<file path="src/rtl/dma_chan_pkg.sv">
package dma_chan_pkg;
  typedef enum logic [1:0] {
    AM_FIXED = 2'd0, AM_INC = 2'd1, AM_DEC = 2'd2, AM_RSVD = 2'd3
  } addr_mode_e;

  typedef enum logic [1:0] {
    ST_IDLE = 2'd0, ST_RD = 2'd1, ST_WR = 2'd2
  } xfer_state_e;

  typedef enum logic [1:0] {
    SP_DATA = 2'd0, SP_FLASH = 2'd1, SP_EEPROM = 2'd2
  } mem_space_e;

  localparam int unsigned REG_CTRL   = 0;
  localparam int unsigned REG_MODE   = 1;
  localparam int unsigned REG_SRC_LO = 2;
  localparam int unsigned REG_SRC_HI = 3;
  localparam int unsigned REG_DST    = 4;
  localparam int unsigned REG_SRC_SZ = 5;
  localparam int unsigned REG_DST_SZ = 6;

  function automatic mem_space_e decode_space(input logic [1:0] sel);
    case (sel)
      2'd0:    return SP_DATA;
      2'd1:    return SP_FLASH;
      default: return SP_EEPROM;
    endcase
  endfunction
endpackage

</file>
<file path="src/rtl/dma_chan_regs.sv">
module dma_chan_regs
  import dma_chan_pkg::*;
#(
  parameter int unsigned SRC_AW = 22,
  parameter int unsigned DST_AW = 16,
  parameter int unsigned CNT_W  = 16,
  parameter int unsigned CFG_AW = 3,
  parameter int unsigned CFG_DW = 16
) (
  input  logic              clk_i,
  input  logic              rst_ni,
  input  logic              cfg_we_i,
  input  logic [CFG_AW-1:0] cfg_addr_i,
  input  logic [CFG_DW-1:0] cfg_wdata_i,
  input  logic              stop_clr_i,
  input  logic              abort_clr_i,
  output logic              en_o,
  output logic              go_o,
  output logic              hw_en_o,
  output logic              abort_en_o,
  output logic [1:0]        space_sel_o,
  output addr_mode_e        src_mode_o,
  output addr_mode_e        dst_mode_o,
  output logic              src_stop_o,
  output logic              dst_stop_o,
  output logic [SRC_AW-1:0] src_start_o,
  output logic [DST_AW-1:0] dst_start_o,
  output logic [CNT_W-1:0]  src_size_o,
  output logic [CNT_W-1:0]  dst_size_o
);
  localparam int unsigned HI_W = SRC_AW - 16;

  logic [15:0]   src_lo_q;
  logic [HI_W-1:0] src_hi_q;

  always_ff @(posedge clk_i or negedge rst_ni) begin
    if (!rst_ni) begin
      en_o <= 1'b0; go_o <= 1'b0; hw_en_o <= 1'b0; abort_en_o <= 1'b0;
      space_sel_o <= '0; src_mode_o <= AM_FIXED; dst_mode_o <= AM_FIXED;
      src_stop_o <= 1'b0; dst_stop_o <= 1'b0;
      src_lo_q <= '0; src_hi_q <= '0; dst_start_o <= '0;
      src_size_o <= '0; dst_size_o <= '0;
    end else begin
      if (cfg_we_i) begin
        case (cfg_addr_i)
          CFG_AW'(REG_CTRL): begin
            en_o       <= cfg_wdata_i[0];
            go_o       <= cfg_wdata_i[1];
            hw_en_o    <= cfg_wdata_i[2];
            abort_en_o <= cfg_wdata_i[3];
          end
          CFG_AW'(REG_MODE): begin
            space_sel_o <= cfg_wdata_i[1:0];
            src_mode_o  <= addr_mode_e'(cfg_wdata_i[3:2]);
            dst_mode_o  <= addr_mode_e'(cfg_wdata_i[5:4]);
            src_stop_o  <= cfg_wdata_i[6];
            dst_stop_o  <= cfg_wdata_i[7];
          end
          CFG_AW'(REG_SRC_LO): src_lo_q    <= cfg_wdata_i[15:0];
          CFG_AW'(REG_SRC_HI): src_hi_q    <= cfg_wdata_i[HI_W-1:0];
          CFG_AW'(REG_DST):    dst_start_o <= cfg_wdata_i[DST_AW-1:0];
          CFG_AW'(REG_SRC_SZ): src_size_o  <= cfg_wdata_i[CNT_W-1:0];
          CFG_AW'(REG_DST_SZ): dst_size_o  <= cfg_wdata_i[CNT_W-1:0];
          default: ;
        endcase
      end
      // hardware clears override a same-cycle software write
      if (stop_clr_i) begin
        go_o <= 1'b0; hw_en_o <= 1'b0; abort_en_o <= 1'b0;
      end
      if (abort_clr_i) begin
        go_o <= 1'b0; hw_en_o <= 1'b0;
      end
    end
  end

  assign src_start_o = {src_hi_q, src_lo_q};
endmodule

</file>
<file path="src/rtl/dma_chan_side.sv">
module dma_chan_side
  import dma_chan_pkg::*;
#(
  parameter int unsigned AW = 16,
  parameter int unsigned CW = 16
) (
  input  logic          clk_i,
  input  logic          rst_ni,
  input  logic          load_i,
  input  logic          step_i,
  input  addr_mode_e    mode_i,
  input  logic [AW-1:0] start_i,
  input  logic [CW-1:0] size_i,
  output logic [AW-1:0] ptr_o,
  output logic [CW-1:0] cnt_o,
  output logic          wrap_o
);
  assign wrap_o = (cnt_o == CW'(1));

  always_ff @(posedge clk_i or negedge rst_ni) begin
    if (!rst_ni) begin
      ptr_o <= '0;
      cnt_o <= '0;
    end else if (load_i || (step_i && wrap_o)) begin
      ptr_o <= start_i;
      cnt_o <= size_i;
    end else if (step_i) begin
      cnt_o <= cnt_o - CW'(1);
      case (mode_i)
        AM_INC:  ptr_o <= ptr_o + AW'(1);
        AM_DEC:  ptr_o <= ptr_o - AW'(1);
        default: ptr_o <= ptr_o;
      endcase
    end
  end
endmodule

</file>
<file path="src/rtl/dma_chan_ctl.sv">
module dma_chan_ctl
  import dma_chan_pkg::*;
#(
  parameter int unsigned DATA_W = 8
) (
  input  logic              clk_i,
  input  logic              rst_ni,
  input  logic              en_i,
  input  logic              go_i,
  input  logic              hw_en_i,
  input  logic              abort_en_i,
  input  logic              src_stop_i,
  input  logic              dst_stop_i,
  input  logic              trig_i,
  input  logic              abort_i,
  input  logic              gnt_i,
  input  logic [DATA_W-1:0] rdata_i,
  input  logic              src_wrap_i,
  input  logic              dst_wrap_i,
  output xfer_state_e       state_o,
  output logic              abort_hit_o,
  output logic              step_o,
  output logic              stop_hit_o,
  output logic [DATA_W-1:0] buf_o,
  output logic              irq_src_o,
  output logic              irq_dst_o,
  output logic              irq_abort_o,
  output logic              irq_ovr_o
);
  xfer_state_e state_d;
  logic active, start, msg_end, ovr;

  assign active      = (state_o != ST_IDLE);
  assign abort_hit_o = en_i && abort_en_i && abort_i && (go_i || active);
  assign start       = en_i && go_i && (hw_en_i ? trig_i : 1'b1);
  assign step_o      = (state_o == ST_WR) && gnt_i && en_i && !abort_hit_o;
  assign msg_end     = step_o && (src_wrap_i || dst_wrap_i);
  assign stop_hit_o  = step_o && ((src_stop_i && src_wrap_i) || (dst_stop_i && dst_wrap_i));
  assign ovr         = en_i && hw_en_i && trig_i && active;

  always_comb begin
    state_d = state_o;
    if (!en_i || abort_hit_o) begin
      state_d = ST_IDLE;
    end else begin
      case (state_o)
        ST_IDLE: if (start) state_d = ST_RD;
        ST_RD:   if (gnt_i) state_d = ST_WR;
        ST_WR:   if (gnt_i) state_d = msg_end ? ST_IDLE : ST_RD;
        default: state_d = ST_IDLE;
      endcase
    end
  end

  always_ff @(posedge clk_i or negedge rst_ni) begin
    if (!rst_ni) begin
      state_o     <= ST_IDLE;
      buf_o       <= '0;
      irq_src_o   <= 1'b0;
      irq_dst_o   <= 1'b0;
      irq_abort_o <= 1'b0;
      irq_ovr_o   <= 1'b0;
    end else begin
      state_o <= state_d;
      if (state_o == ST_RD && gnt_i && en_i && !abort_hit_o) buf_o <= rdata_i;
      irq_src_o   <= step_o && src_wrap_i;
      irq_dst_o   <= step_o && dst_wrap_i;
      irq_abort_o <= abort_hit_o;
      irq_ovr_o   <= ovr;
    end
  end
endmodule

</file>
<file path="src/rtl/dma_chan.sv">
module dma_chan
  import dma_chan_pkg::*;
#(
  parameter int unsigned SRC_AW = 22,
  parameter int unsigned DST_AW = 16,
  parameter int unsigned CNT_W  = 16,
  parameter int unsigned DATA_W = 8,
  parameter int unsigned CFG_AW = 3,
  parameter int unsigned CFG_DW = 16
) (
  input  logic              clk_i,
  input  logic              rst_ni,
  input  logic              cfg_we_i,
  input  logic [CFG_AW-1:0] cfg_addr_i,
  input  logic [CFG_DW-1:0] cfg_wdata_i,
  input  logic              trig_i,
  input  logic              abort_i,
  output logic              mem_req_o,
  output logic              mem_we_o,
  output logic [1:0]        mem_space_o,
  output logic [SRC_AW-1:0] mem_addr_o,
  output logic [DATA_W-1:0] mem_wdata_o,
  input  logic [DATA_W-1:0] mem_rdata_i,
  input  logic              mem_gnt_i,
  output logic [SRC_AW-1:0] src_ptr_o,
  output logic [DST_AW-1:0] dst_ptr_o,
  output logic [CNT_W-1:0]  src_cnt_o,
  output logic [CNT_W-1:0]  dst_cnt_o,
  output logic              busy_o,
  output logic              xfer_o,
  output logic              irq_src_o,
  output logic              irq_dst_o,
  output logic              irq_abort_o,
  output logic              irq_ovr_o
);
  localparam int unsigned HI_W  = SRC_AW - 16;
  localparam int unsigned PAD_W = SRC_AW - DST_AW;

  logic ctl_en, ctl_go, ctl_hw_en, ctl_abort_en, src_stop, dst_stop;
  logic [1:0] space_sel;
  addr_mode_e src_mode, dst_mode;
  logic [SRC_AW-1:0] src_start;
  logic [DST_AW-1:0] dst_start;
  logic [CNT_W-1:0]  src_size, dst_size;
  logic src_wrap, dst_wrap, step, stop_hit, abort_hit;
  xfer_state_e st;
  mem_space_e  src_space;

  dma_chan_regs #(
    .SRC_AW(SRC_AW), .DST_AW(DST_AW), .CNT_W(CNT_W), .CFG_AW(CFG_AW), .CFG_DW(CFG_DW)
  ) u_regs (
    .clk_i, .rst_ni, .cfg_we_i, .cfg_addr_i, .cfg_wdata_i,
    .stop_clr_i(stop_hit), .abort_clr_i(abort_hit),
    .en_o(ctl_en), .go_o(ctl_go), .hw_en_o(ctl_hw_en), .abort_en_o(ctl_abort_en),
    .space_sel_o(space_sel), .src_mode_o(src_mode), .dst_mode_o(dst_mode),
    .src_stop_o(src_stop), .dst_stop_o(dst_stop),
    .src_start_o(src_start), .dst_start_o(dst_start),
    .src_size_o(src_size), .dst_size_o(dst_size)
  );

  dma_chan_side #(.AW(SRC_AW), .CW(CNT_W)) u_src (
    .clk_i, .rst_ni, .load_i(!ctl_en), .step_i(step), .mode_i(src_mode),
    .start_i(src_start), .size_i(src_size),
    .ptr_o(src_ptr_o), .cnt_o(src_cnt_o), .wrap_o(src_wrap)
  );

  dma_chan_side #(.AW(DST_AW), .CW(CNT_W)) u_dst (
    .clk_i, .rst_ni, .load_i(!ctl_en), .step_i(step), .mode_i(dst_mode),
    .start_i(dst_start), .size_i(dst_size),
    .ptr_o(dst_ptr_o), .cnt_o(dst_cnt_o), .wrap_o(dst_wrap)
  );

  dma_chan_ctl #(.DATA_W(DATA_W)) u_ctl (
    .clk_i, .rst_ni, .en_i(ctl_en), .go_i(ctl_go), .hw_en_i(ctl_hw_en),
    .abort_en_i(ctl_abort_en), .src_stop_i(src_stop), .dst_stop_i(dst_stop),
    .trig_i, .abort_i, .gnt_i(mem_gnt_i), .rdata_i(mem_rdata_i),
    .src_wrap_i(src_wrap), .dst_wrap_i(dst_wrap),
    .state_o(st), .abort_hit_o(abort_hit), .step_o(step), .stop_hit_o(stop_hit),
    .buf_o(mem_wdata_o), .irq_src_o, .irq_dst_o, .irq_abort_o, .irq_ovr_o
  );

  assign src_space = decode_space(space_sel);

  // abort withdraws the request in its own cycle so no write completes
  assign mem_req_o   = (st != ST_IDLE) && !abort_hit;
  assign mem_we_o    = (st == ST_WR);
  assign mem_space_o = mem_we_o ? 2'(SP_DATA) : 2'(src_space);

  always_comb begin
    if (mem_we_o)                   mem_addr_o = {{PAD_W{1'b0}}, dst_ptr_o};
    else if (src_space == SP_FLASH) mem_addr_o = src_ptr_o;
    else                            mem_addr_o = {{HI_W{1'b0}}, src_ptr_o[15:0]};
  end

  assign busy_o = ctl_go || (st != ST_IDLE);
  assign xfer_o = (st == ST_WR);
endmodule

</file>
<file path="config.mk">
export PLATFORM = sky130hd
export DESIGN_NAME = dma_chan
export DESIGN_NICKNAME = d
export VERILOG_FILES = /design/src/rtl/dma_chan_pkg.sv /design/src/rtl/dma_chan_regs.sv /design/src/rtl/dma_chan_side.sv /design/src/rtl/dma_chan_ctl.sv /design/src/rtl/dma_chan.sv
export SDC_FILE = /design/constraint.sdc
export NUM_CORES = 1
export LEC_CHECK = 0
export BUFFER_PORTS_ARGS = -buffer_cell sky130_fd_sc_hd__buf_2
export CORE_ASPECT_RATIO = 1.1
export CORE_UTILIZATION = 45
export DETAILED_ROUTE_END_ITERATION = 8
export PLACE_DENSITY = 0.68
export SETUP_SLACK_MARGIN = 0.15
export SYNTH_ARGS = -nofsm -noshare
export SYNTH_HDL_FRONTEND = slang
export SYNTH_SLANG_ARGS = --single-unit
</file>
<file path="constraint.sdc">
create_clock -name clk_i -period 3.5 [get_ports clk_i]
set_clock_uncertainty 0.2 [all_clocks]
set_input_delay 0.35 -clock clk_i [delete_from_list [all_inputs] [get_ports clk_i]]
set_output_delay 0.35 -clock clk_i [all_outputs]
set_load 0.02 [all_outputs]
</file>
* Yosys cells after proc, flatten, opt, wreduce, memory -nomap -nowiden *
Index checks and enable logic that the tools add are counted.

storage, ports and cells
  flip-flop bits (word level) = 166
  bits of input ports = 33
  output and inout port bits = 110
  word-level logic and storage cells = 134

cells by class
  add/sub/neg operators = 6
  eq/ne operators = 19
  multiplexer cells = 32
  reduce and logical (&&, ||, !) cells = 53

operator list
  kind                                                                      count
  16-bit two-way mux                                                        6
  22-bit two-way mux                                                        4
  16-bit by 1-bit subtractor with 16-bit output (second input constant)     3
  22-bit one-hot mux with 2 select lines                                    1
  16-bit by 1-bit == test with 1-bit output (second input constant)         2
  16-bit one-hot mux with 2 select lines                                    1
  22-bit by 1-bit adder with 22-bit output (second input constant)          1
  2-bit AND reduction                                                       11
  22-bit by 1-bit subtractor with 22-bit output (second input constant)     1
  1-bit logical AND                                                         21
  16-bit by 1-bit adder with 16-bit output (second input constant)          1
  1-bit two-way mux                                                         13
  3-bit nonzero test                                                        4
  2-bit by 1-bit == test with 1-bit output (second input constant)          5
  2-bit two-way mux                                                         5
  2-bit nonzero test                                                        5
  3-bit == test (second input constant)                                     3
  2-bit == test (second input constant)                                     3
  3-bit by 2-bit == test with 1-bit output (second input constant)          2
  1-bit logical OR                                                          6
  3-bit by 1-bit inequality test with 1-bit output (second input constant)  2
  2-bit one-hot mux with 3 select lines                                     1
  2-bit logical NOT                                                         2
  2-bit one-hot mux with 2 select lines                                     1
  other kinds (5)                                                           6

* Depth between registers and ports, before layout *
Gate-level depths: netlist (run 1).

  depth in word-level cells = 10
  gate-level depth with buffers = 18
  depth with buffers taken out = 12

* Cells and area by module *
Synthesis (run 1) repeated with hierarchy kept, for this count alone.

unflattened totals
  cells, all modules = 985
  area total of the unflattened synthesis = 9836.9 um2

modules (own cells, without submodules)
  module                  instances  cells an instance  area each (um2)  seq. area each (um2)
  dma_chan_regs           1          185                3161.8           2052.0
  dma_chan_side at u_src  1          396                3078.0           950.9
  dma_chan_side at u_dst  1          327                2606.2           800.8
  dma_chan_ctl            1          43                 626.9            350.3
  dma_chan                1          34                 364.1            0.0

* Worst setup path before layout (run 1) *
OpenSTA, ideal clock, no wires.

  path kind = register -> register
  from = register u_regs.src_mode_o[1]
  to = register u_src.ptr_o[20]
  library setup time = 131 ps
  arrival = 3253 ps
  required time = 3169 ps
  path slack = -84 ps
  stages on the path, launching flop included = 18
  path buffers = 6
  period minus slack after synthesis = 3584 ps
  path through = dfrtp_1 ha_1 buf_6 buf_6 buf_6 buf_6 buf_2 buf_4 xor2_1 ha_1 and3b_1 o21ai_0 a21oi_1 o2bb2ai_2 and3_1 a2111oi_2 and3_1 or3_1

between the ends
  word-level cells in the longest chain between the ends = 4
  elaborated cells on any way between the ends = 7
  classes of those cells = eq/ne: 2; mux: 3; reduce/logical: 2

ends and longest elaborated chain
  element                                                                           RTL line             source
  start, declared                                                                   dma_chan_regs.sv:22  output addr_mode_e src_mode_o,
  start signal, assigned                                                            dma_chan_regs.sv:54  src_mode_o <= addr_mode_e'(cfg_wdata_i[3:2]);
  2-bit == test / 2-bit by 1-bit == test with 1-bit output (equally long branches)  dma_chan_side.sv:29  case (mode_i)
  22-bit one-hot mux with 2 select lines                                            dma_chan_side.sv:29
  22-bit two-way mux                                                                dma_chan_side.sv:27  end else if (step_i) begin
  22-bit two-way mux                                                                dma_chan_side.sv:24  end else if (load_i || (step_i && wrap_o)) begin
  end signal, assigned                                                              dma_chan_side.sv:25  ptr_o <= start_i;
  end signal, assigned                                                              dma_chan_side.sv:30  AM_INC: ptr_o <= ptr_o + AW'(1);
  end signal, assigned                                                              dma_chan_side.sv:31  AM_DEC: ptr_o <= ptr_o - AW'(1);
  end, declared                                                                     dma_chan_side.sv:14  output logic [AW-1:0] ptr_o,

Parallel ways exist; a longest one is shown, timed or not. The select of a mux whose other input is x is not followed.
A chain may end at the register's enable or synchronous reset.

* Worst setup path in the final report (run 1) *
  from = register u_regs.dst_mode_o[0]
  to = register u_dst.ptr_o[15]

between the ends
  word-level cells in the longest chain between the ends = 4
  elaborated cells on any way between the ends = 7
  classes of those cells = eq/ne: 2; mux: 3; reduce/logical: 2

ends and longest elaborated chain
  element                                                                           RTL line             source
  start, declared                                                                   dma_chan_regs.sv:23  output addr_mode_e dst_mode_o,
  start signal, assigned                                                            dma_chan_regs.sv:55  dst_mode_o <= addr_mode_e'(cfg_wdata_i[5:4]);
  2-bit == test / 2-bit by 1-bit == test with 1-bit output (equally long branches)  dma_chan_side.sv:29
  16-bit one-hot mux with 2 select lines                                            dma_chan_side.sv:29
  16-bit two-way mux                                                                dma_chan_side.sv:27
  16-bit two-way mux                                                                dma_chan_side.sv:24
  end signal, assigned                                                              dma_chan_side.sv:25
  end signal, assigned                                                              dma_chan_side.sv:30
  end signal, assigned                                                              dma_chan_side.sv:31
  end, declared                                                                     dma_chan_side.sv:14

Parallel ways exist; a longest one is shown, timed or not. The select of a mux whose other input is x is not followed.

==> results, run 1 <==
- In this run, placement finished with an instance count of 1402.
- The worst-case headroom to the max-slew limit is 0.233.
- The data arrival at the endpoint of the critical path is 3250 ps.
- The number of global-route vias before repair is 8149.
- The overall die width is 142 µm.
- The leftover overflow at the end of global routing is 0.
- The share of flip-flops with an asynchronous set or reset after synthesis is 1.00.
- The cell occurring most often along the worst timing path is sky130_fd_sc_hd__a21oi_1.
- The average cell area after synthesis is 9.54 µm².
- The first detailed-routing pass ran for 5 iterations.
- The via count is 8556.
- Detailed placement finished with a half-perimeter wire length of 19300 µm.
- The post-synthesis instance total is 1015.
- The final-stage net count is 1203.
- STA classifies the critical path startpoint as a flop.
- The boundary pin count is 143.
- The type of the worst setup path is flop to flop.
- STA classifies the critical path endpoint as a flop.
- The run finished with clean final reports.
- The number of port buffers is 142.
- The antenna diode count is 0.
- The number of vias per cell after detailed routing is 5.93.
- The number of synthesized register bits is 166.
- STA puts the critical path data required time at 3660 ps.
- Among all flip-flop cells after synthesis, the most frequent one is sky130_fd_sc_hd__dfrtp_1.
- When the netlist entered floorplanning its net count stood at 1071.
- The number of warnings issued by yosys is 0.
- The startpoint identified for the worst hold timing path is cfg_wdata_i[14].
- The capturing point of the worst reg2reg path is u_dst.ptr_o[15].
- Max-cap violations in this run came to 0.
- The floorplan has 55 rows.
- The wire length of the first global-routing pass is 44400 µm.
- The maximum number of pins on one net before global-route repair is 99.
- In the finished design, the share of the clock period the worst path needs comes to 0.882.
- The class of the most critical hold timing path is input pin to flop.
- The count of final max-slew check failures is 0.
- The count of endpoints failing hold in the final timing report was 0.
- For this run, the slowest stage of the critical path takes 440 ps.
- The area of all sequential standard cells is 4150 µm².
- The post-route DRC violation count is 0.
- The slowest stage of the critical path belongs to the cell sky130_fd_sc_hd__a2111oi_0.
- The share of synthesized area occupied by flip-flops and latches is 0.429.
- The timing-limited maximum frequency is 324 MHz.
- The total negative slack for setup checks is 0 ps.
- Summed over all layers, the routed wires come to 28000 µm.
- The CTS H-tree depth is 4.
- The insertion delay of the later-clocked pin in the worst-skew pair is 440 ps.
- Once detail routing completed, the nets flagged for antenna violations numbered 0.
- The TritonCTS sink count is 166.
- For this configuration, the core starts out at a cell density of 0.464.
- The worst-case IR drop observed on VDD is 0.549 mV.
- At the end of routability-driven placement, the weighted congestion stood at 0.893.
- The most critical setup path has its startpoint at u_regs.dst_mode_o[0].
- The startpoint of the most critical register-to-register path is u_regs.dst_mode_o[0].
- Clock-pin slew was measured on the worst setup and hold paths at 70 ps.
- The layout has 1903 filler cells.
- For this design the ratio of total power to cell area is 866 nW/µm².
- The floorplan step defined a die boundary enclosing 22100 µm².
- The CTS buffer count is 17.
- The number of antenna violations at the first check in global routing is 0.
- The cell area that synthesis handed to floorplanning was 9680 µm².
- The number of enable flip-flop cells after synthesis is 0.
- Setup repair after global routing left no endpoint under its margin.
- No sink is reached through more buffers than the 2 on the longest clock path.
- The detailed router finished its first iteration with 669 violations.
- The fraction of final layout cells with drive strength greater than 1 is 0.282.
- In this run the standard cell core region covers 20900 µm².
- In this run the vertical extent of the chip is 156 µm.
- After detailed routing, the average wire length per cell comes to 19.4 µm.
- The final instance count without filler cells is 1444.
- The number of cells on the worst reg-to-reg path is 11.
- The count of endpoints failing setup in the final report is 0.
- Summing all multi-input logic gate instances after layout gives 5170 µm².
- In the global route stage, overall resource usage came out at 0.262.
- For this design the static power due to leakage is 4.97 nW.
- Traced cell by cell, the critical path runs through inv_1 > ha_2 > ha_1 > a211o_1 > o211ai_1 > a21oi_1 > a311oi_1 > a21oi_1 > a2111oi_0 > a211oi_1 > o21ai_1.
- The area growth from synthesis to layout is 17.8%.
- The last element of the critical path is u_dst.ptr_o[15].
- At the pin with the least slew margin, the transition time is 1150 ps.
- The internal reg-to-reg setup slack is 410 ps.
- The clock tree from TritonCTS is built.
- The worst-path maximum fanout is 16.
- The clock root buffer master is sky130_fd_sc_hd__clkbuf_16.
- Counting I/O delays and the setup requirement, the final critical path takes 3090 ps.
- Synthesis instantiated 80 different standard cells from the library.
[timing repair]
item | in CTS | in global routing
resized for setup | 0 | 1
endpoints found under the hold margin | 35 | 0
hold buffers | 10 | 0
endpoints found under the setup margin | 0 | 8
setup buffers | 0 | 1
[cells in the mapped netlist (9+ instances only)]
library cell               instances  share of area
sky130_fd_sc_hd__dfrtp_1         166           0.43
sky130_fd_sc_hd__mux2_2           94           0.11
sky130_fd_sc_hd__a21oi_1          87          0.045
sky130_fd_sc_hd__o21ai_0          84          0.043
sky130_fd_sc_hd__nand2_1          82          0.032
sky130_fd_sc_hd__nor2_1           69          0.027
sky130_fd_sc_hd__nor3_1           37          0.019
sky130_fd_sc_hd__clkbuf_1         32          0.012
sky130_fd_sc_hd__nand3_1          28          0.014
sky130_fd_sc_hd__inv_1            26          0.010
sky130_fd_sc_hd__buf_2            24          0.012
sky130_fd_sc_hd__ha_1             22          0.028
sky130_fd_sc_hd__a22oi_1          19          0.015
sky130_fd_sc_hd__nor4_1           18          0.012
sky130_fd_sc_hd__xnor2_1          13          0.012
sky130_fd_sc_hd__xor2_1           12          0.011
sky130_fd_sc_hd__and2_1           11         0.0071
sky130_fd_sc_hd__o22ai_1          11         0.0071
sky130_fd_sc_hd__a31oi_1          10         0.0065
sky130_fd_sc_hd__and3_1            9         0.0058
sky130_fd_sc_hd__nor3b_1           9         0.0070
[layer usage]
metal / wire [µm] / part of all wire / track usage
met1: 12200 / 0.44 / 0.344
met2: 13400 / 0.48 / 0.432
met3: 1670 / 0.059 / 0.0485
met4: 778 / 0.028 / 0.0917
met5: 0 / 0 / 0
[worst max-delay path: cells and delay by family, from the launching register on]
kind                     cells  cell delay (ps)
AO/OA/AOI/OAI                8             1650
adder cells (fa/ha/maj)      2              700
flip-flops                   1              360
buffers and inverters        1               80
[layout by cell type, fill, tap and decap left out, types with 25 or more instances in the layout]
cell	instances
sky130_fd_sc_hd__dfrtp_1	166
sky130_fd_sc_hd__nor3_1	36
sky130_fd_sc_hd__nand3_1	28
sky130_fd_sc_hd__nor2_1	69
sky130_fd_sc_hd__o21ai_0	82
sky130_fd_sc_hd__inv_1	25
sky130_fd_sc_hd__nand2_1	82
sky130_fd_sc_hd__a21oi_1	86
sky130_fd_sc_hd__mux2_2	94
sky130_fd_sc_hd__buf_2	141
sky130_fd_sc_hd__buf_4	25
[power by group]
group | internal, mW | switching, mW
Combinational | 1.77 | 2.68
Clock | 1.02 | 0.847
Sequential | 2.56 | 0.999
Total | 5.34 | 4.53
[state kept, by name, summed over array words and instances, names as in the netlist, 2 cells and up]
| name | flops |
|---|---|
| u_regs.src_hi_q | 6 |
| u_regs.src_mode_o | 2 |
| u_ctl.state_o | 2 |
| u_regs.src_lo_q | 16 |
| u_regs.space_sel_o | 2 |
| u_dst.cnt_o | 16 |
| u_src.ptr_o | 22 |
| u_src.cnt_o | 16 |
| u_regs.dst_size_o | 16 |
| u_regs.dst_mode_o | 2 |
| u_regs.dst_start_o | 16 |
| u_dst.ptr_o | 16 |
| u_regs.src_size_o | 16 |
| u_ctl.buf_o | 8 |
[stage by stage]
stage | power, mW | utilization | hold WS (ps) | cell area, µm² | setup WS (ps)
finish | 9.87 | 0.547 | 62.8 | 11400 | 414
detailed placement | 7.94 | 0.513 | 43.6 | 10700 | 270
global placement | 7.86 | 0.513 | 46.3 | 10700 | 403
floorplan | 6.50 | - | -146 | 9720 | 158
CTS | 9.84 | 0.546 | 52.1 | 11400 | 250
global route | 10.5 | 0.547 | 46.5 | 11400 | 161
[cell type report]
cell class	count	area share
Clock buffer	18	0.0385
Clock inverter	13	0.0122
Inverter	26	0.00856
Multi-Input combinational cell	757	0.454
Sequential cell	166	0.364
Tap cell	285	0.0313
Timing Repair Buffer	179	0.0912
[cell families (layout without fill, tap and decap cells)]
family                   after synthesis  after routing  synth area share
buffers and inverters                 92            236            0.0432
AO/OA/AOI/OAI                        291            291             0.190
AND/OR/NAND/NOR                      315            315             0.165
XOR/XNOR                              25             25            0.0226
flip-flops                           166            166             0.429
adder cells (fa/ha/maj)               23             23            0.0305
multiplexers                         103            103             0.119
[how the worst min path moves through the flow]
stage / depth (start not counted) / slack, ps / to
4_1_cts: 2 / 50 / u_regs.src_size_o[14]
3_5_place_dp: 1 / 40 / u_regs.dst_size_o[5]
2_1_floorplan: 0 / -150 / u_ctl.buf_o[0]
5_1_grt: 2 / 50 / u_regs.dst_size_o[10]
6_report: 2 / 60 / u_regs.src_size_o[14]
3_3_place_gp: 1 / 50 / u_regs.dst_size_o[5]
Note: power is estimated with default switching activity, not from simulation.
==> inputs of run 2 (changes only) <==
--- a/config.mk
+++ b/config.mk
@@ -5,12 +5,14 @@
 export SDC_FILE = /design/constraint.sdc
 export NUM_CORES = 1
 export LEC_CHECK = 0
+export ABC_AREA = 1
 export BUFFER_PORTS_ARGS = -buffer_cell sky130_fd_sc_hd__buf_2
 export CORE_ASPECT_RATIO = 1.1
 export CORE_UTILIZATION = 45
 export DETAILED_ROUTE_END_ITERATION = 8
-export PLACE_DENSITY = 0.68
+export PLACE_DENSITY = 0.67
 export SETUP_SLACK_MARGIN = 0.15
 export SYNTH_ARGS = -nofsm -noshare
 export SYNTH_HDL_FRONTEND = slang
+export SYNTH_HIERARCHICAL = 1
 export SYNTH_SLANG_ARGS = --single-unit
==> run 2 against run 1 <==
Critical path depth increased by 7. Sequential share of layout area decreased by 3.5 points. Count of clock-buffer cells in the layout decreased by 1. Power increased by 5.9%.
==> results, run 2 <==
- The aggregate routed wire length is 32800 µm (+17%).
- The capturing point of the worst reg2reg path is u_src/ptr_o[16].
- The number of violations of the max-capacitance limit is 0 (unchanged).
- The number of synthesized register bits came to 166 (unchanged).
- The most frequently used flop master after synthesis is sky130_fd_sc_hd__dfrtp_1.
- The number of nets with antenna violations after routing is 0 (unchanged).
- The CTS H-tree depth is 4 (unchanged).
- The worst path setup slack after routing is 593 ps (+179 ps).
- The distinct cell type count of the synthesized netlist came to 43 (-46%).
- The TritonCTS sink count is 166 (unchanged).
- In this run the critical register-to-register path is launched from u_regs/src_mode_o[1].
- Setup repair after global routing left no endpoint under its margin.
- The required time of the critical path was 3620 ps (-40 ps).
- The share of flip-flops with an asynchronous set or reset after synthesis is 1.00 (unchanged).
- The number of enable flip-flop cells after synthesis was 0 (unchanged).
- The run finished with clean final reports.
- The number of hold-repair buffers added at the cts stage is 17 (+7).
- The kind of end point of the critical path is a flop.
- The type of the worst setup path is flop to flop.
- The iteration count of the initial detailed-routing pass is 5 (unchanged).
- The total negative slack for setup checks came to 0 ps (unchanged).
- The via count is 10500 (+23%).
- The leakage power of the design came to 6.57 nW (+32%).
- The largest total area in the synthesized netlist belongs to sky130_fd_sc_hd__dfrtp_1.
- The launch point of the worst hold path is cfg_addr_i[2].
- The number of port buffers was 142 (unchanged).
- The depth of the worst register-to-register path is 18 (+7).
- From synthesis to final layout, the design area changed by 13.7%.
- The maximum number of pins on one net before global-route repair is 102 (+3.0%).
- Among all cell types in the netlist, the one instantiated most often is sky130_fd_sc_hd__nand2_1.
- The total of cells resized after clock tree synthesis came to 0 (unchanged).
- The number of instances on the worst hold path is 4 (+2).
- The number of warnings issued by yosys is 6 (+6).
- The fraction of the core area covered by cells at the end of the flow is 0.527 (-0.0193).
- The cell area after synthesis is 11100 µm² (+15%).
- The slew of the pin with the lowest slew margin is 613 ps (-534 ps).
- The number of flip-flops in the largest register is 22 (unchanged).
- The worst-path maximum fanout is 18 (+2).
- The half-perimeter wire length after placement was 23900 µm (+24%).
- The internal reg-to-reg setup slack is 590 ps (+180 ps).
- The post-route DRC violation count is 0 (unchanged).
- TritonCTS built the clock tree.
- The shortest period the worst path allows was 2910 ps (-179 ps).
- The maximum buffer depth of the clock tree is 2 (unchanged).
- The total global-route track usage is 0.267 (+0.00534).
- The share of synthesized area occupied by flip-flops and latches came to 0.374 (-0.0548).
- The floorplan die area is 25300 µm² (+14%).
- The worst-case headroom to the max-slew limit was 0.591 (+0.357).
- The commonest non-fill, non-tap cell in the layout is sky130_fd_sc_hd__nand2_1.
- The clock transition at the registers of the reported paths is 70 ps (about the same).
- The internal power consumption is 5.31 mW (-0.69%).
- The areal power density over the cells was 828 nW/µm² (-4.3%).
- The end of the worst hold path is u_regs/src_hi_q[3].
- The count of final max-slew check failures is 0 (unchanged).
- The cell occurring most often along the worst timing path is sky130_fd_sc_hd__nand2_1.
- The CTS buffer count is 17 (unchanged).
- The insertion delay of the later-clocked pin in the worst-skew pair was 430 ps (about the same).
- The post-synthesis instance total came to 1495 (+47%).
- The data arrival at the endpoint of the critical path was 3030 ps (-220 ps).
- The antenna diode count was 0 (unchanged).
- The number of vias per cell after detailed routing is 5.38 (-9.2%).
- The count of endpoints failing hold in the final timing report came to 0 (unchanged).
- The fraction of the cycle the final worst path needs is 0.831 (-0.0511).
- The overall die width is 152 µm (+7.0%).
- The worst setup slack before clock tree synthesis was 627 ps (+357 ps).
- The number of violations reported at the end of detailed-routing iteration 0 was 863 (+29%).
- The post-detailed-route wirelength per cell is 16.8 µm (-13%).
- The vertical extent of the die came to 167 µm (+7.0%).
- The number of antenna violations at the first check in global routing was 0 (unchanged).
- The final-stage net count came to 1669 (+39%).
- The leftover overflow at the end of global routing is 0 (unchanged).
- The wire length of the first global-routing pass is 52200 µm (+18%).
- The delay of the slowest cell on the worst path came to 640 ps (+200 ps).
- The portion of total power attributed to the clock network is 0.188 (about the same).
- The critical path goes through inv_2 > nor2_4 > nand2_1 > nand2_1 > inv_1 > ha_1 > inv_1 > nand2_1 > nand2_2 > nand2_2 > nand2_1 > nand2_1 > nand2_1 > nand2_1 > nand2_1 > nand3_1 > nand2_1 > nand2_1.
- The post-CTS repair timing setup buffer count is 0 (unchanged).
- The fraction of synthesized cell area taken by the top area cell type is 0.374 (-0.0548).
- The floorplan core area came to 23900 µm² (+15%).
- After synthesis, the cell types taking the most area are sky130_fd_sc_hd__dfrtp_1, sky130_fd_sc_hd__nand2_1, sky130_fd_sc_hd__o21ai_2.
- More flip-flops sit in one register than any other, and that register is u_src/ptr_o.
- The switching share of power is 0.492 (+0.0337).
- The worst vdd rail ir drop came to 0.336 mV (-39%).
- Among all stages on the critical path, the largest delay is contributed by sky130_fd_sc_hd__dfrtp_1.
- The final weighted congestion in routability-driven placement is 0.953 (+6.7%).
- The boundary pin count is 143 (unchanged).
- The starting utilization of the core area is 0.464 (about the same).
- The average cell area after synthesis is 7.42 µm² (-22%).
- The class of the most critical hold timing path is input pin to flop.
- Ranked by instance count, the synthesized netlist is headed by sky130_fd_sc_hd__nand2_1, sky130_fd_sc_hd__dfrtp_1, sky130_fd_sc_hd__inv_1.
- The number of global-route vias before repair is 9913 (+22%).
- STA classifies the critical path startpoint as a flop.
- In the layout the commonest cells are sky130_fd_sc_hd__nand2_1, sky130_fd_sc_hd__dfrtp_1, sky130_fd_sc_hd__inv_1.
- The number of placement rows is 59 (+7.3%).
- The fraction of final layout cells with drive strength greater than 1 is 0.248 (-0.0344).
- The number of nets in the synthesized netlist was 1534 (+43%).
- The timing-limited maximum frequency is 344 MHz (+6.1%).
- The portion of total power attributed to sequential cells came to 0.319 (-0.041).
- The relative contribution of combinational cells to total power is 0.493 (+0.042).
- The reported net switching power came to 5.14 mW (+14%).
- The count of endpoints failing setup in the final report is 0 (unchanged).
- The clock root buffer master is sky130_fd_sc_hd__clkbuf_16.
run 2: cell count changes in the layout (fill, tap and decap cells not counted), sizes merged, moves of 19 or more:
cell / delta
nor3: -31
a41oi: +21
inv: +138
nand3: +84
nor2: +102
mux2: -95
a21oi: -58
nor4: -19
o21ai: +67
a22oi: -19
nand2: +424
run 2: per-layer routing:
metal / GRT usage / vias to the layer above / share of wire
met5: 0 / - / 0
met4: 0.0913 / 0 / 0.021
met3: 0.0353 / 40 / 0.055
met2: 0.420 / 347 / 0.47
met1: 0.375 / 4992 / 0.46
li1: - / 5107 / -
run 2: how the worst max path moves through the flow:
| stage | startpoint | endpoint | slack, ps |
|---|---|---|---|
| floorplan | u_regs/en_o | u_src/ptr_o[3] | 1160 |
| global placement | u_regs/src_mode_o[1] | u_src/ptr_o[16] | 690 |
| detailed placement | u_regs/src_mode_o[1] | u_src/ptr_o[16] | 630 |
| CTS | u_regs/src_mode_o[1] | u_src/ptr_o[16] | 610 |
| global route | u_regs/src_mode_o[1] | u_src/ptr_o[20] | 290 |
| finish | u_regs/src_mode_o[1] | u_src/ptr_o[16] | 590 |
run 2: logic make-up (layout without fill, tap and decap cells):
logic type,Yosys count,in the layout,share of synthesized area
fa+ha+maj,6,6,0.00676
simple gates,823,823,0.340
buf+inv,223,371,0.101
xor+xnor,30,30,0.0237
compound gates,247,247,0.155
flops,166,166,0.374
run 2: power groups by stage:
stage / clock network, mW / registers, mW / logic (mW)
2_1_floorplan: 0 / 3.57 / 3.32
3_3_place_gp: 0 / 3.36 / 5.05
3_5_place_dp: 0 / 3.37 / 5.08
4_1_cts: 2.01 / 3.34 / 5.11
5_1_grt: 2.08 / 3.43 / 5.72
6_report: 1.96 / 3.34 / 5.15
run 2: worst max-delay path, delay by kind of cell (launching register included):
| kind | cells | cell delay [ps] |
|---|---|---|
| adder cells (fa/ha/maj) | 1 | 160 |
| AND/OR/NAND/NOR | 14 | 1590 |
| flip-flops | 1 | 640 |
| buffers and inverters | 3 | 200 |
run 2: final cells by class:
class                      instances  area (µm²)
fill                            2361       11300
tap                              305         382
inverter                         167         637
timing repair buffer             172         997
multi-input combinational       1106        5830
clock buffer                      17         425
sequential                       166        4150
clock inverter                    15         194
run 2: stage by stage:
| step | std cells | power, mW | hold slack (ps) | instance area (µm²) |
|---|---|---|---|---|
| 2_1_floorplan | 1495 | 6.88 | -146 | 11100 |
| 3_3_place_gp | 1899 | 8.41 | 152 | 11800 |
| 3_5_place_dp | 1899 | 8.44 | 155 | 11800 |
| 4_1_cts | 1948 | 10.5 | 85.2 | 12600 |
| 5_1_grt | 1948 | 11.2 | 120 | 12600 |
| 6_report | 1948 | 10.5 | 112 | 12600 |
==> inputs of run 3 (changes only) <==
--- a/config.mk
+++ b/config.mk
@@ -10,7 +10,6 @@
 export CORE_ASPECT_RATIO = 1.1
 export CORE_UTILIZATION = 45
 export DETAILED_ROUTE_END_ITERATION = 8
-export PLACE_DENSITY = 0.67
 export SETUP_SLACK_MARGIN = 0.15
 export SYNTH_ARGS = -nofsm -noshare
 export SYNTH_HDL_FRONTEND = slang
==> constraint.sdc (replaced) <==
create_clock -name clk_i -period 2.9 [get_ports clk_i]
set_clock_uncertainty 0.2 [all_clocks]
set_input_delay 0.29 -clock clk_i [delete_from_list [all_inputs] [get_ports clk_i]]
set_output_delay 0.29 -clock clk_i [all_outputs]
set_load 0.02 [all_outputs]
==> run 3 against run 2 <==
Critical path type unchanged. Die area did not move. Count of clock-buffer cells in the layout rose by 1. Sequential power rose by 19%. Routed wire length fell by 0.17%. Register-to-register slack got worse by 270 ps. Via count fell by 1.9%. Cell count rose by 0.62%. Cell area rose by 0.32%. First-iteration DRC count fell by 19%. Largest power group unchanged.
==> results, run 3 (synthesized netlist as in run 2, its figures left out) <==
- The boundary pin count is 143 (unchanged).
- The depth of the worst register-to-register path is 17 (-1).
- The maximum number of pins on one net before global-route repair is 66 (-35%).
- The internal reg-to-reg setup slack is 320 ps (-270 ps).
- The endpoint identified for the worst register-to-register timing path is u_src/ptr_o[16].
- The wire length of the first global-routing pass came to 51500 µm (-1.3%).
- The timing-limited maximum frequency is 387 MHz (+13%).
- The slew of the pin with the lowest slew margin is 623 ps (+10.2 ps).
- The count of endpoints failing setup in the final report is 0 (unchanged).
- The total of cells resized after clock tree synthesis was 0 (unchanged).
- The cell occurring most often along the worst timing path is sky130_fd_sc_hd__nand2_1.
- The worst vdd rail ir drop is 0.403 mV (+20%).
- The kind of end point of the critical path is a flop.
- The total negative slack for setup checks came to 0 ps (unchanged).
- The commonest non-fill, non-tap cell in the layout is sky130_fd_sc_hd__nand2_1.
- The post-route DRC violation count is 0 (unchanged).
- The insertion delay of the later-clocked pin in the worst-skew pair was 430 ps (about the same).
- The post-detailed-route wirelength per cell is 16.7 µm (-0.79%).
- The worst setup path is of the flop to flop kind.
- The area growth from synthesis to layout is 14.0%.
- The number of flip-flops in the largest register is 22 (unchanged).
- On the critical path the largest part of the delay comes from simple AND/OR/NAND/NOR gates.
- The worst-case headroom to the max-slew limit is 0.584 (-0.00633).
- The most critical setup path has its endpoint at u_src/ptr_o[16].
- The count of final max-slew check failures is 0 (unchanged).
- The iteration count of the initial detailed-routing pass was 9 (+4).
- The fraction of final layout cells with drive strength greater than 1 is 0.253 (+0.00485).
- The worst-path cell with the longest stage delay is sky130_fd_sc_hd__dfrtp_1.
- In this run the critical register-to-register path is launched from u_regs/src_mode_o[0].
- The clock transition at the registers of the reported paths is 70 ps (about the same).
- The leakage power of the design is 6.60 nW (+0.47%).
- The final-stage net count is 1681 (+0.72%).
- The floorplan die area came to 25300 µm² (unchanged).
- The count of endpoints failing hold in the final timing report is 0 (unchanged).
- The fraction of the cycle the final worst path needs is 0.890 (+0.0596).
- TritonCTS built the clock tree.
- The via count is 10300 (-1.9%).
- The number of buffer and inverter stages on the critical path came to 3 (unchanged).
- The vertical extent of the die came to 167 µm (unchanged).
- The launch point of the worst hold path is cfg_addr_i[2].
- The total global-route track usage is 0.264 (-0.00316).
- The antenna diode count is 0 (unchanged).
- The maximum buffer depth of the clock tree was 2 (unchanged).
- Tracing the worst setup path back leads to its startpoint at u_regs/src_mode_o[0].
- The aggregate routed wire length is 32700 µm (-0.17%).
- The number of vias per cell after detailed routing was 5.25 (-2.5%).
- The fraction of the core area covered by cells at the end of the flow came to 0.529 (+0.00167).
- The number of nets with antenna violations after routing came to 0 (unchanged).
- The number of placement rows was 59 (unchanged).
- The leftover overflow at the end of global routing was 0 (unchanged).
- The shortest period the worst path allows was 2580 ps (-326 ps).
- The worst-path maximum fanout is 11 (-7).
- Clock tree synthesis selected as its root buffer the cell sky130_fd_sc_hd__clkbuf_16.
- More flip-flops sit in one register than any other, and that register is u_src/ptr_o.
- The worst hold slack is 57.0 ps (-54.5 ps).
- The floorplan core area is 23900 µm² (unchanged).
- The starting utilization of the core area is 0.464 (unchanged).
- The number of violations of the max-capacitance limit was 0 (unchanged).
- The number of violations reported at the end of detailed-routing iteration 0 is 702 (-19%).
- The areal power density over the cells was 981 nW/µm² (+18%).
- The top cell types in the final layout, fill and taps aside, are sky130_fd_sc_hd__nand2_1, sky130_fd_sc_hd__dfrtp_1, sky130_fd_sc_hd__inv_1.
- The delay of the slowest cell on the worst path is 440 ps (-200 ps).
- The number of global-route vias before repair came to 9698 (-2.2%).
- The post-layout total power came to 12.4 mW (+19%).
- The TritonCTS sink count is 166 (unchanged).
- The CTS buffer count is 17 (unchanged).
- The number of gates on the worst path with buffers counted is 17 (-1).
- The number of antenna violations at the first check in global routing is 1 (+1).
- The critical path launch point type is a flop.
- The half-perimeter wire length after placement is 24200 µm (+1.3%).
- The overall die width is 152 µm (unchanged).
- The number of port buffers is 142 (unchanged).
- The data arrival at the endpoint of the critical path is 2700 ps (-330 ps).
- The required time of the critical path was 3020 ps (-600 ps).
- The CTS H-tree depth is 4 (unchanged).
- Setup repair after global routing left no endpoint under its margin.
- Traced cell by cell, the critical path runs through inv_2 > nand2_2 > nand2_1 > nand2_1 > inv_1 > ha_1 > inv_1 > nand2_1 > nand2_2 > nand2_2 > nand2_1 > nand2_1 > nand2_1 > nand3_1 > nand3_1 > nand2_1 > nand2_1.
- The run finished with clean final reports.
- The path class of the tightest hold or removal check is input pin to flop.
- The final weighted congestion in routability-driven placement is 0.996 (+4.5%).
run 3: cell types whose count changed in the layout (fill, tap and decap cells not counted), moves of 2 or more:
| cell | delta |
|---|---|
| sky130_fd_sc_hd__buf_4 | +11 |
| sky130_fd_sc_hd__bufinv_16 | -3 |
| sky130_fd_sc_hd__clkinv_2 | -2 |
| sky130_fd_sc_hd__inv_6 | +2 |
| sky130_fd_sc_hd__inv_8 | +3 |
run 3: power by group:
group | internal (mW) | switching [mW]
clock network | 1.14 | 1.04
logic | 2.04 | 4.22
registers | 3.03 | 0.947
total | 6.21 | 6.21
run 3: cell type report:
type	count	area (µm²)
multi-input combinational	1106	5830
tap	305	382
fill	2404	11300
clock inverter	14	128
clock buffer	18	429
inverter	167	637
timing repair buffer	184	1100
sequential	166	4150
run 3: how the worst min path moves through the flow:
stage                    endpoint  slack [ps]  cells past startpoint
2_1_floorplan      u_ctl/buf_o[0]        -210                      0
3_3_place_gp      u_dst/cnt_o[14]         120                      1
3_5_place_dp      u_dst/cnt_o[14]         120                      1
4_1_cts        u_regs/src_hi_q[3]          40                      4
5_1_grt        u_regs/src_hi_q[3]          60                      4
6_report       u_regs/src_hi_q[3]          60                      4
run 3: worst min-delay path: stages:
cell and delay (ps):
sky130_fd_sc_hd__buf_2 110, sky130_fd_sc_hd__nor2_4 100, sky130_fd_sc_hd__nand4_1 90, sky130_fd_sc_hd__nand2_1 50
run 3: routing by layer:
metal	part of all wire	GRT usage	vias up
met2	0.47	0.424	308
met4	0.017	0.0667	2
met5	0.00031	0	-
met1	0.46	0.372	4806
met3	0.050	0.0351	35
li1	-	-	5134
run 3: through the flow:
step / instance area [µm²] / setup slack [ps] / std cells
after floorplan: 11100 / 563 / 1495
after global placement: 11900 / 401 / 1911
after detailed placement: 11900 / 383 / 1911
after CTS: 12700 / 366 / 1960
after global routing: 12700 / 172 / 1960
final: 12700 / 318 / 1960
run 3: timing repair:
action / in CTS / in global routing
hold buffers: 17 / 0
endpoints found under the hold margin: 77 / 0
setup buffers: 0 / 0
